[config.mk]
export PLATFORM = sky130hd
export DESIGN_NAME = pwr_supervisor
export DESIGN_NICKNAME = d
export VERILOG_FILES = /design/src/rtl/pwrsup_pkg.sv /design/src/rtl/sup_debounce.sv /design/src/rtl/pf_save_ctl.sv /design/src/rtl/restore_ctl.sv /design/src/rtl/pwr_supervisor.sv
export SDC_FILE = /design/constraint.sdc
export NUM_CORES = 1
export LEC_CHECK = 0
export ABC_AREA = 1
export BUFFER_PORTS_ARGS = -buffer_cell sky130_fd_sc_hd__buf_2
export CORE_MARGIN = 4
export CORE_UTILIZATION = 38
export CTS_CLUSTER_DIAMETER = 40
export DETAILED_ROUTE_END_ITERATION = 6
export PLACE_DENSITY_LB_ADDON = 0.05
export SLEW_MARGIN = 15
export SYNTH_ARGS = -nofsm -noshare
export SYNTH_HDL_FRONTEND = slang
export SYNTH_HIERARCHICAL = 1
export SYNTH_SLANG_ARGS = --single-unit
[constraint.sdc]
create_clock -name clk -period 1.4 [get_ports clk]
set_clock_uncertainty 0.1 [all_clocks]
set_input_delay 0.07 -clock clk [delete_from_list [all_inputs] [get_ports clk]]
set_output_delay 0.07 -clock clk [all_outputs]
set_load 0.02 [all_outputs]
[src/rtl/pwrsup_pkg.sv]
package pwrsup_pkg;

    typedef enum logic [1:0] {
        PF_IDLE = 2'd0,
        PF_PULL = 2'd1,
        PF_REQ  = 2'd2
    } pf_state_e;

    typedef struct packed {
        logic level;
        logic rise;
        logic fall;
    } sup_evt_t;

    function automatic int cnt_width(input int n);
        return (n < 2) ? 1 : $clog2(n);
    endfunction

endpackage

[src/rtl/sup_debounce.sv]
module sup_debounce
    import pwrsup_pkg::*;
#(
    parameter int DEB_CYCLES = 4
) (
    input  logic     clk,
    input  logic     rst,
    input  logic     raw,
    output sup_evt_t evt
);
    localparam int CW = cnt_width(DEB_CYCLES);
    localparam logic [CW-1:0] LAST = CW'(DEB_CYCLES - 1);

    logic [CW-1:0] run_cnt;

    always_ff @(posedge clk) begin
        if (rst) begin
            evt     <= '0;
            run_cnt <= '0;
        end else begin
            evt.rise <= 1'b0;
            evt.fall <= 1'b0;
            if (raw == evt.level) begin
                run_cnt <= '0;
            end else if (run_cnt == LAST) begin
                evt.level <= raw;
                evt.rise  <= raw;
                evt.fall  <= ~raw;
                run_cnt   <= '0;
            end else begin
                run_cnt <= run_cnt + 1'b1;
            end
        end
    end
endmodule

[src/rtl/pf_save_ctl.sv]
module pf_save_ctl
    import pwrsup_pkg::*;
#(
    parameter int PULL_CYCLES = 3
) (
    input  logic clk,
    input  logic rst,
    input  logic fall,
    input  logic cap_tied,
    input  logic vcap_ok,
    input  logic busy_in,
    input  logic write_seen,
    input  logic save_done,
    output logic busy_pull,
    output logic save_req
);
    localparam int CW = cnt_width(PULL_CYCLES);
    localparam logic [CW-1:0] LAST = CW'(PULL_CYCLES - 1);

    pf_state_e     state;
    logic [CW-1:0] win_cnt;
    logic          dirty;
    logic          arm;

    // a write in the same cycle as a completion wins
    always_ff @(posedge clk) begin
        if (rst)             dirty <= 1'b0;
        else if (write_seen) dirty <= 1'b1;
        else if (save_done)  dirty <= 1'b0;
    end

    assign arm = fall & dirty & ~cap_tied & vcap_ok;

    always_ff @(posedge clk) begin
        if (rst) begin
            state   <= PF_IDLE;
            win_cnt <= '0;
        end else begin
            unique case (state)
                PF_IDLE: begin
                    win_cnt <= '0;
                    if (arm) state <= PF_PULL;
                end
                PF_PULL: begin
                    if (!busy_in) begin
                        state <= PF_REQ;
                    end else if (win_cnt == LAST) begin
                        state <= PF_IDLE;
                    end else begin
                        win_cnt <= win_cnt + 1'b1;
                    end
                end
                PF_REQ:  state <= PF_IDLE;
                default: state <= PF_IDLE;
            endcase
        end
    end

    assign busy_pull = (state == PF_PULL);
    assign save_req  = (state == PF_REQ);
endmodule

[src/rtl/restore_ctl.sv]
module restore_ctl
    import pwrsup_pkg::*;
#(
    parameter int RESTORE_CYCLES = 20
) (
    input  logic clk,
    input  logic rst,
    input  logic level,
    input  logic rise,
    output logic active,
    output logic pending,
    output logic boot_done
);
    localparam int CW = cnt_width(RESTORE_CYCLES);
    localparam logic [CW-1:0] LAST = CW'(RESTORE_CYCLES - 1);

    logic [CW-1:0] dur_cnt;
    logic          finish;

    assign finish = active & level & (dur_cnt == LAST);

    always_ff @(posedge clk) begin
        if (rst) begin
            active    <= 1'b0;
            pending   <= 1'b1;
            boot_done <= 1'b0;
            dur_cnt   <= '0;
        end else begin
            if (active) begin
                if (!level) begin
                    active <= 1'b0;
                end else if (finish) begin
                    active    <= 1'b0;
                    boot_done <= 1'b1;
                end else begin
                    dur_cnt <= dur_cnt + 1'b1;
                end
            end else if (rise && pending) begin
                active  <= 1'b1;
                dur_cnt <= '0;
            end

            if (!level)      pending <= 1'b1;
            else if (finish) pending <= 1'b0;
        end
    end
endmodule

[src/rtl/pwr_supervisor.sv]
module pwr_supervisor
    import pwrsup_pkg::*;
#(
    parameter int DEB_CYCLES     = 4,
    parameter int PULL_CYCLES    = 3,
    parameter int RESTORE_CYCLES = 20
) (
    input  logic clk,
    input  logic rst,
    input  logic sup_raw,
    input  logic vcap_ok,
    input  logic cap_tied,
    input  logic busy_in,
    input  logic write_seen,
    input  logic save_done,
    output logic sup_ok,
    output logic busy_pull,
    output logic auto_save_req,
    output logic restore_active,
    output logic restore_pending,
    output logic access_ok
);
    sup_evt_t evt;
    logic     boot_done;

    sup_debounce #(.DEB_CYCLES(DEB_CYCLES)) u_deb (
        .clk (clk),
        .rst (rst),
        .raw (sup_raw),
        .evt (evt)
    );

    pf_save_ctl #(.PULL_CYCLES(PULL_CYCLES)) u_pf (
        .clk        (clk),
        .rst        (rst),
        .fall       (evt.fall),
        .cap_tied   (cap_tied),
        .vcap_ok    (vcap_ok),
        .busy_in    (busy_in),
        .write_seen (write_seen),
        .save_done  (save_done),
        .busy_pull  (busy_pull),
        .save_req   (auto_save_req)
    );

    restore_ctl #(.RESTORE_CYCLES(RESTORE_CYCLES)) u_rst (
        .clk       (clk),
        .rst       (rst),
        .level     (evt.level),
        .rise      (evt.rise),
        .active    (restore_active),
        .pending   (restore_pending),
        .boot_done (boot_done)
    );

    assign sup_ok    = evt.level;
    assign access_ok = boot_done & evt.level & ~restore_active;
endmodule

==> impl_metrics.tcl <==
set metrics [dict create \
    vias 748 \
    reg2reg_setup_slack_ns 0.13 \
    port_buffers 13 \
    yosysTopAreaCell "dfxtp_1" \
    cts.clk_slew.worst_paths_ns 0.10 \
    timing.rr.start "u_pf/dirty$_SDFFE_PP0P_" \
    ir_worst_vdd_uv 644 \
    ios 14 \
    endpoint "u_pf/dirty$_SDFFE_PP0P_" \
    yosysWarnings 6 \
    synthCells 113 \
    reg2reg_depth 3 \
    wl_met1_um 785 \
    avgSynthCellArea_sq_um 7.46 \
    max_freq_mhz 735 \
    grt.overflow.total 0 \
    antenna_found_initial 0 \
    place_hpwl_um 1140 \
    rsz0062_at_grt "false" \
    gp_congestion 0.760 \
    critPathMaxFanout 1 \
    ant_nets 0 \
    comb_power_share 0.060 \
    end_kind "register" \
    wl_per_cell_um 9.49 \
    period_minus_slack_ns 1.36 \
    cts_sinks 18 \
    leakagePower_uw 0.000478 \
    critPathLaunch "write_seen" \
    rows 16 \
    status "finished, final reports clean" \
    required_ns 1.48 \
    core-area_sq_mm 0.00204 \
    grt_pass1_wl_um 2790 \
    wl_met2_um 694 \
    dieArea_sq_mm 0.00304 \
    dr_wl_met3_um 66 \
    design_area_sq_mm 0.00104 \
    slew_headroom 0.787 \
    ys_ff_latch 18 \
    die_y_um 55.1 \
    synth.area.top_cells "dfxtp_1 (43%), nand2_1 (11%), inv_1 (7.1%)" \
    placed_area_sq_um 946 \
    ys.flop_type "dfxtp_1" \
    numCtsBuffers 3 \
    setup_tns_ns 0 \
    max_cap_viol_count 0 \
    cts.htree.levels 1 \
    critPathLaunchType "input pin" \
    post-route-drc-count 0 \
    power.density_mw_per_mm2 847 \
    synth_edf_count 0 \
    grt_max_degree 13 \
    pre_cts_ws_ns 0.139 \
    fin_crit_sh 0.971 \
    r2r_end "u_pf/dirty$_SDFFE_PP0P_" \
    area_growth_pct 23.9 \
    synth_nets 124 \
    wirelength_um 1560 \
    async_flop_share 0 \
    crit_type "in2reg" \
    vias_per_cell 4.56 \
    p_seq_frac 0.588 \
    clockPowerShare 0.352 \
    routed.top_layer "met4" \
    cts_buffer_depth 2 \
    internal-power_uw 703 \
    track_usage 0.131 \
    hp-class "in2reg" \
    p_sw_uw 181 \
    fin_nets 149 \
    postLayoutSetupSlackWorst_ns 0.0400 \
    drive_gt1_frac 0.255 \
    switching_share 0.205 \
    drt_iter0_markers 7 \
    setup_violations 0 \
    worst_slew_pin_slew_ns 0.319 \
    insertion_delay_ns 0.29 \
    seq_area_frac_synth 0.427 \
    grt_pass1_vias 679 \
    drt_first_pass_iters 4 \
    crit_arrival_ns 1.44 \
    synth_top_cell_area_share 0.427 \
    diodes 0 \
    die-width_um 55.1 \
    cts_tree "done" \
    root_buffer "clkbuf_4" \
    yosys.cell_types.count 21 \
    post-cts-setup-buffer-count 0 \
    finalHoldViolCount 0 \
    drv_slew 0 \
    start_util 0.413 \
    syn_area_sq_um 843 \
]
[routing by layer]
metal	global-route usage	up-vias
li1	-	408
met1	0.163	325
met2	0.205	13
met3	0.0590	2
met4	0.0364	0
met5	0	-
[layout by cell type (no fill, tap or decap), types with 2 or more instances in the layout]
cell type and n:
inv_2 4, dfxtp_1 16, nand4_1 2, nor2_1 10
a21oi_1 9, ha_1 3, dfxtp_2 2, nor2_2 2
nor2_4 2, nor3_1 2, nand3_1 10, dlygate4sd3_1 6
inv_1 16, clkbuf_4 3, buf_4 2, buf_2 13
nand2_1 24, nand2_2 3
[synthesized netlist by cell type, types with 2 or more instances]
cell and instances:
nand2_1 24, dfxtp_1 18, inv_1 16, nand3_1 10, nor2_1 10, a21oi_1 9, inv_2 4, ha_1 3
nand2_2 3, nand4_1 2, nor2_2 2, nor2_4 2, nor3_1 2
[cell families (layout without fill, tap and decap cells)]
family | after synthesis | count (layout) | synth area share
buffers and inverters | 21 | 45 | 0.102
AOI/OAI and AO/OA | 11 | 11 | 0.0697
xor gates and xnor gates | 1 | 1 | 0.0104
DFF | 18 | 18 | 0.427
and+or+nand+nor | 59 | 59 | 0.346
adders and majority gates | 3 | 3 | 0.0445
[flip-flops by register name (all words and copies together) (netlist names)]
name	count
u_deb/evt	3
u_deb/run_cnt	2
u_pf/dirty	1
u_pf/state	2
u_pf/win_cnt	2
u_rst/active	1
u_rst/boot_done	1
u_rst/dur_cnt	5
u_rst/pending	1
[metrics by stage]
stage | hold slack [ns] | cells | power [uW] | util
CTS | 0.334 | 165 | 901 | 0.515
global placement | 0.158 | 154 | 570 | 0.463
detailed placement | 0.163 | 154 | 572 | 0.463
global route | 0.0733 | 164 | 927 | 0.512
finish | 0.0101 | 164 | 885 | 0.512
floorplan | 0.0324 | 113 | 551 | -
[power by group through the flow]
stage	Combinational, uW	Clock, uW	Sequential [uW]
after floorplan	18.3	0	532
after global placement	38.7	0	532
after detailed placement	40.1	0	532
after CTS	53.3	328	520
after global routing	60.9	345	521
final	53.2	311	520
[worst max-delay path, cell delays in order]
cell and delay, ns:
dlygate4sd3_1 0.54, buf_2 0.12, a21oi_1 0.11, dlygate4sd3_1 0.56, nor2_1 0.04
[worst min-delay path by stage]
stage / startpoint / end / slack, ns / cells after the start
2_1_floorplan: rst / u_pf/win_cnt[1]$_SDFFE_PP0P_ / 0.03 / 1
3_5_place_dp: busy_in / u_pf/state[1]$_SDFFE_PP0P_ / 0.16 / 2
5_1_grt: cap_tied / u_pf/state[0]$_SDFFE_PP0P_ / 0.07 / 4
3_3_place_gp: busy_in / u_pf/state[1]$_SDFFE_PP0P_ / 0.16 / 2
6_report: cap_tied / u_pf/state[0]$_SDFFE_PP0P_ / 0.01 / 4
4_1_cts: u_deb/run_cnt[0]$_SDFF_PP0_ / u_deb/run_cnt[0]$_SDFF_PP0_ / 0.33 / 1
[timing repair]
| action | in CTS | in global routing |
|---|---|---|
| hold endpoints to repair | 6 | 0 |
| endpoints found under the setup margin | 0 | 1 |
| gates resized for setup | 0 | 2 |
| hold buffers | 7 | 0 |
[layout make-up]
cell class | count | area, sq um
flip-flops and latches | 18 | 363
multi-input cells | 74 | 397
well taps | 27 | 33.8
fillers | 222 | 997
clock buffers | 4 | 36.3
repair buffers | 21 | 140
inverters | 20 | 75.1
(Power assumes the default switching activity.)
